--- src/rtl/owRomPkg.sv ---
package owRomPkg;
  localparam int ROM_BITS = 64;
  localparam int CMD_BITS = 8;
  localparam int IDX_W = $clog2(ROM_BITS);

  localparam logic [CMD_BITS-1:0] CMD_READ   = 8'h33;
  localparam logic [CMD_BITS-1:0] CMD_MATCH  = 8'h55;
  localparam logic [CMD_BITS-1:0] CMD_SEARCH = 8'hF0;
  localparam logic [CMD_BITS-1:0] CMD_SKIP   = 8'hCC;

  typedef enum logic [2:0] {
    ST_DEAD, ST_CMD, ST_READ, ST_MATCH, ST_SEARCH, ST_DONE
  } romState_t;

  typedef struct packed {
    logic clrIdx;
    logic stepIdx;
    logic clrPhase;
    logic stepPhase;
    logic shiftCmd;
  } romStrobes_t;

  // Reflected CRC-8, polynomial x^8+x^5+x^4+1, bits taken LSB first.
  function automatic logic [7:0] idCrc(input logic [55:0] data);
    logic [7:0] acc;
    logic fb;
    acc = 8'h00;
    for (int i = 0; i < 56; i++) begin
      fb = acc[0] ^ data[i];
      acc = acc >> 1;
      if (fb) acc = acc ^ 8'h8C;
    end
    return acc;
  endfunction
endpackage

--- src/rtl/owRomDatapath.sv ---
module owRomDatapath
  import owRomPkg::*;
#(
  parameter logic [7:0]  CLASS_CODE = 8'h2D,
  parameter logic [47:0] SERIAL_VAL = 48'h0000_5A3C_91E7
) (
  input  logic               clk,
  input  logic               rstN,
  input  romStrobes_t        strobes,
  input  logic               rxBit,
  output logic [CMD_BITS-1:0] cmdNext,
  output logic               lastCmdBit,
  output logic               lastRomBit,
  output logic               romBit,
  output logic [1:0]         phase
);
  localparam logic [55:0] ID_LOW = {SERIAL_VAL, CLASS_CODE};
  localparam logic [ROM_BITS-1:0] ID_FULL = {idCrc(ID_LOW), ID_LOW};

  logic [CMD_BITS-1:0] cmdShift;
  logic [IDX_W-1:0]    bitIdx;

  always_ff @(posedge clk or negedge rstN) begin
    if (!rstN) begin
      cmdShift <= '0;
      bitIdx   <= '0;
      phase    <= '0;
    end else begin
      if (strobes.shiftCmd) cmdShift <= cmdNext;
      if (strobes.clrIdx)       bitIdx <= '0;
      else if (strobes.stepIdx) bitIdx <= bitIdx + 1'b1;
      if (strobes.clrPhase)       phase <= '0;
      else if (strobes.stepPhase) phase <= phase + 1'b1;
    end
  end

  assign cmdNext    = {rxBit, cmdShift[CMD_BITS-1:1]};
  assign lastCmdBit = (bitIdx == IDX_W'(CMD_BITS - 1));
  assign lastRomBit = (bitIdx == IDX_W'(ROM_BITS - 1));
  assign romBit     = ID_FULL[bitIdx];
endmodule

--- src/rtl/owRomControl.sv ---
module owRomControl
  import owRomPkg::*;
(
  input  logic               clk,
  input  logic               rstN,
  input  logic               busReset,
  input  logic               rxValid,
  input  logic               rxBit,
  input  logic               txReq,
  input  logic [CMD_BITS-1:0] cmdNext,
  input  logic               lastCmdBit,
  input  logic               lastRomBit,
  input  logic               romBit,
  input  logic [1:0]         phase,
  output romStrobes_t        strobes,
  output logic               pullLow,
  output logic               presence,
  output logic               selected
);
  romState_t state, nextState;
  logic setSel;

  always_comb begin
    strobes   = '0;
    nextState = state;
    setSel    = 1'b0;
    pullLow   = 1'b0;
    if (busReset) begin
      nextState        = ST_CMD;
      strobes.clrIdx   = 1'b1;
      strobes.clrPhase = 1'b1;
    end else begin
      case (state)
        ST_CMD: if (rxValid) begin
          strobes.shiftCmd = 1'b1;
          if (lastCmdBit) begin
            strobes.clrIdx = 1'b1;
            case (cmdNext)
              CMD_READ:   nextState = ST_READ;
              CMD_MATCH:  nextState = ST_MATCH;
              CMD_SEARCH: nextState = ST_SEARCH;
              CMD_SKIP: begin
                nextState = ST_DONE;
                setSel    = 1'b1;
              end
              default:    nextState = ST_DEAD;
            endcase
          end else begin
            strobes.stepIdx = 1'b1;
          end
        end
        ST_READ: if (txReq) begin
          pullLow         = !romBit;
          strobes.stepIdx = 1'b1;
          if (lastRomBit) begin
            nextState = ST_DONE;
            setSel    = 1'b1;
          end
        end
        ST_MATCH: if (rxValid) begin
          if (rxBit != romBit) begin
            nextState = ST_DEAD;
          end else begin
            strobes.stepIdx = 1'b1;
            if (lastRomBit) begin
              nextState = ST_DONE;
              setSel    = 1'b1;
            end
          end
        end
        ST_SEARCH: begin
          if (phase == 2'd0 && txReq) begin
            pullLow           = !romBit;
            strobes.stepPhase = 1'b1;
          end else if (phase == 2'd1 && txReq) begin
            pullLow           = romBit;
            strobes.stepPhase = 1'b1;
          end else if (phase == 2'd2 && rxValid) begin
            if (rxBit != romBit) begin
              nextState = ST_DEAD;
            end else begin
              strobes.stepIdx  = 1'b1;
              strobes.clrPhase = 1'b1;
              if (lastRomBit) begin
                nextState = ST_DONE;
                setSel    = 1'b1;
              end
            end
          end
        end
        default: ;
      endcase
    end
  end

  always_ff @(posedge clk or negedge rstN) begin
    if (!rstN) begin
      state    <= ST_DEAD;
      selected <= 1'b0;
      presence <= 1'b0;
    end else begin
      state    <= nextState;
      presence <= busReset;
      if (busReset)    selected <= 1'b0;
      else if (setSel) selected <= 1'b1;
    end
  end
endmodule

--- src/rtl/owSlaveRom.sv ---
module owSlaveRom
  import owRomPkg::*;
#(
  parameter logic [7:0]  CLASS_CODE = 8'h2D,
  parameter logic [47:0] SERIAL_VAL = 48'h0000_5A3C_91E7
) (
  input  logic clk,
  input  logic rstN,
  input  logic busReset,
  input  logic rxValid,
  input  logic rxBit,
  input  logic txReq,
  output logic pullLow,
  output logic presence,
  output logic selected
);
  romStrobes_t         strobes;
  logic [CMD_BITS-1:0] cmdNext;
  logic                lastCmdBit, lastRomBit, romBit;
  logic [1:0]          phase;

  owRomDatapath #(.CLASS_CODE(CLASS_CODE), .SERIAL_VAL(SERIAL_VAL)) dp (
    .clk(clk), .rstN(rstN), .strobes(strobes), .rxBit(rxBit),
    .cmdNext(cmdNext), .lastCmdBit(lastCmdBit), .lastRomBit(lastRomBit),
    .romBit(romBit), .phase(phase)
  );

  owRomControl ctl (
    .clk(clk), .rstN(rstN), .busReset(busReset), .rxValid(rxValid),
    .rxBit(rxBit), .txReq(txReq), .cmdNext(cmdNext), .lastCmdBit(lastCmdBit),
    .lastRomBit(lastRomBit), .romBit(romBit), .phase(phase),
    .strobes(strobes), .pullLow(pullLow), .presence(presence),
    .selected(selected)
  );
endmodule

--- config.mk ---
export PLATFORM = sky130hd
export DESIGN_NAME = owSlaveRom
export DESIGN_NICKNAME = d
export VERILOG_FILES = /design/src/rtl/owRomPkg.sv /design/src/rtl/owRomDatapath.sv /design/src/rtl/owRomControl.sv /design/src/rtl/owSlaveRom.sv
export SDC_FILE = /design/constraint.sdc
export NUM_CORES = 1
export LEC_CHECK = 0
export BUFFER_PORTS_ARGS = -buffer_cell sky130_fd_sc_hd__buf_2
export CAP_MARGIN = 20
export CELL_PAD_IN_SITES_DETAIL_PLACEMENT = 0
export CELL_PAD_IN_SITES_GLOBAL_PLACEMENT = 1
export CORE_ASPECT_RATIO = 1.75
export CORE_MARGIN = 3
export CORE_UTILIZATION = 30
export CTS_CLUSTER_SIZE = 25
export DETAILED_ROUTE_END_ITERATION = 8
export PLACE_DENSITY = 0.56
export REMOVE_ABC_BUFFERS = 1
export SETUP_SLACK_MARGIN = 0.2
export SKIP_LAST_GASP = 1
export SLEW_MARGIN = 20
export SYNTH_ARGS = -nofsm -noshare
export SYNTH_HDL_FRONTEND = slang
export SYNTH_SLANG_ARGS = --single-unit
export TNS_END_PERCENT = 1
--- constraint.sdc ---
create_clock -name clk -period 7.4 [get_ports clk]
set_input_delay 1.48 -clock clk [delete_from_list [all_inputs] [get_ports clk]]
set_output_delay 1.48 -clock clk [all_outputs]
set_load 0.02 [all_outputs]
==> impl_metrics.csv <==
group,metric,value,unit
floorplanning,fp.coreArea,5060,sq um
grt,met2_usage,27.5,%
cts,cts_tree,"done",
power_and_ir_drop,powerDensity,182,nW/um^2
grt,antenna_found_initial,0,
cts,cts_resized,0,
status,outcome,"finished clean",
cts,cts_hold_repair.buffers,0,
power_and_ir_drop,seqPwrFrac,46.1,%
worst_setup_path,path_max_fanout,9,
power_and_ir_drop,vdd_drop_max,0.0000756,V
place,place_congestion,0.804,
sta,skew,9.77,ps
grt,track_usage,14.5,%
flow_run,maxCapViolCount,0,
cts,root_buffer,"clkbuf_8",
floorplanning,rows,34,
cells_and_area,num_antenna_cells,0,
cts,cts_setup_buffers,0,
routing,first_iter_violations,90,
cts,clockBufferDepth,2,
synth,yosysMostFrequentCell,"dfrtp_1",
synth,synth_area,1610,sq um
synth,yosys-top-cells-count,"dfrtp_1, a21oi_1, nand2_1, nor2_1, ha_1",
floorplanning,die_w,61.3,um
sta,rsz0062_at_grt,"no",
sta,setup_viol,0,
grt,gr-max-usage-layer,"met2",
cells_and_area,layout-drive-gt1-share,17.9,%
sta,final-hold-violation-count,0,
worst_setup_path,crit_arrival,2730,ps
power_and_ir_drop,p_int,233,uW
worst_setup_path,setup.worst_path.class,"reg -> out",
synth,yosysWarnings,0,
sta,period_share,56.9,%
floorplanning,initial_core_util,31.7,%
cts,cts_buffers,3,
cts,clk_latency,270,ps
synth,synth.avg_cell_area,9.29,sq um
sta,worst_slew_pin_slew,707,ps
floorplanning,die-area,6300,sq um
synth,async_reset_ff_share,100,%
synth,synth_area_leader_cell,"dfrtp_1",
sta,timing.fmax,237,MHz
sta,timing.setup.tns,0,ps
synth,ys.flop_type,"dfrtp_1",
worst_setup_path,worstPathRequired,5920,ps
place,hpwl,3100,um
synth,syn_inst,173,
synth,yosysSeqAreaShare,31.2,%
power_and_ir_drop,switchingPower,87.5,uW
cells_and_area,area_growth_syn_to_layout,9.50,%
synth,synth_top_area_share,31.2,%
synth,ys_top_cells_by_area,"dfrtp_1, ha_1, mux2_2",
cts,clkTransAtPathRegs,80,ps
synth,synth_edf_count,0,
power_and_ir_drop,pwr-share-comb,19.1,%
sta,holdWs,554,ps
routing,routed_wl,4060,um
cts,htreeDepth,1,
place,place.port_buffers,8,
routing,drc,0,
synth,ys_types,52,
routing,vias_per_cell,5.71,
power_and_ir_drop,p_leak,0.726,nW
power_and_ir_drop,clkPwrFrac,34.8,%
synth,ys_seq_elements,20,
cts,cts.sinks,20,
worst_hold_path,hp-class,"reg -> reg",
grt,grt_pass1_wl,6710,um
routing,wl_per_cell,17.4,um
grt,gr-total-overflow,0,
worst_setup_path,end_kind,"output pin",
grt,met1_usage,15.8,%
power_and_ir_drop,power,320,uW
grt,grt_max_degree,21,
power_and_ir_drop,swShare,27.3,%
grt,met3_usage,1.50,%
routing,drt-pass1-iter-count,4,
floorplanning,num_io_pins,9,
floorplanning,die_y,103,um
sta,slew_headroom,52.4,%
sta,slew_violations,0,
cells_and_area,final_nets,195,
grt,grt_pass1_vias,1328,
worst_setup_path,start_kind,"flip-flop",
routing,via_count,1331,
routing,antenna_left,0,
sta,fin_crit,4210,ps
## layer usage
metal	wire, um	part of all wire [%]
met1	1670	41
met2	2260	56
met3	67	1.7
met4	61	1.5
met5	0	0
## state kept, by name, summed over array words and instances, names as in the netlist
| signal | count |
|---|---|
| dp.bitIdx | 6 |
| ctl.state | 3 |
| dp.phase | 2 |
| dp.cmdShift | 7 |
| ctl.presence | 1 |
| ctl.selected | 1 |
## kinds of logic (layout without fill, tap and decap cells)
| logic type | count (synthesis) | after routing | share of synthesized area [%] |
|---|---|---|---|
| flops | 20 | 20 | 31.2 |
| compound gates | 39 | 39 | 18.8 |
| simple gates | 66 | 66 | 23.9 |
| buf+inv | 16 | 22 | 4.21 |
| fa+ha+maj | 9 | 9 | 7.01 |
| mux | 18 | 18 | 12.1 |
| xor+xnor | 5 | 5 | 2.73 |
## metrics by stage
step	instances	area (sq um)	utilization, %	setup slack, ps
3_5_place_dp	229	1690	33.3	3350
6_report	233	1760	34.8	3190
5_1_grt	233	1760	34.8	3040
3_3_place_gp	229	1690	33.3	3420
2_1_floorplan	166	1570	-	3050
4_1_cts	233	1760	34.8	3160
## critical path, cell delays in order (launching register included)
cell and delay [ps]:
dfrtp_1 510, inv_1 130, ha_1 220, mux2_2 270, o211ai_2 190, o311ai_4 140
o21bai_2 250, o21ai_0 110, a2111oi_0 400, buf_2 240
## worst paths after layout
| check | startpoint | to | slack [ps] | cells past startpoint |
|---|---|---|---|---|
| min reg2reg | dp.cmdShift[1] | dp.cmdShift[1] | 550 | 1 |
| max | dp.bitIdx[0] | pullLow | 3190 | 9 |
| max in group asynchronous | rstN | ctl.state[1] | 5880 | 1 |
| min in group asynchronous | rstN | dp.bitIdx[3] | 1180 | 1 |
| max reg2reg | dp.bitIdx[0] | ctl.state[0] | 4670 | 9 |
| min | dp.cmdShift[1] | dp.cmdShift[1] | 550 | 1 |
## cell usage in the layout (no fill, tap or decap), types with 4 or more instances in the layout
cell type,count
ha_1,9
nand2b_1,5
or4bb_1,4
a21oi_1,13
inv_1,8
nand3_1,5
nor2_1,13
buf_2,8
o21ai_0,5
xnor2_1,4
mux2_2,8
nor2b_1,5
dfrtp_1,20
nand2_1,13
mux2i_1,8
## area by class of cell
| cell class | instances | area (sq um) |
|---|---|---|
| Tap cell | 54 | 67.6 |
| Clock buffer | 3 | 41.3 |
| Clock inverter | 1 | 30.0 |
| Sequential cell | 20 | 500 |
| Multi-Input combinational cell | 137 | 1040 |
| Inverter | 9 | 33.8 |
| Fill cell | 511 | 3300 |
| Timing Repair Buffer | 9 | 47.5 |
## power by group through the flow
stage	Sequential (mW)	Combinational (mW)	Clock [mW]
after floorplan	0.143	0.0473	0
after global placement	0.148	0.0606	0
after detailed placement	0.150	0.0621	0
after CTS	0.148	0.0623	0.116
after global routing	0.152	0.0674	0.122
final	0.148	0.0612	0.112
Power figures use the tool's default switching activity.
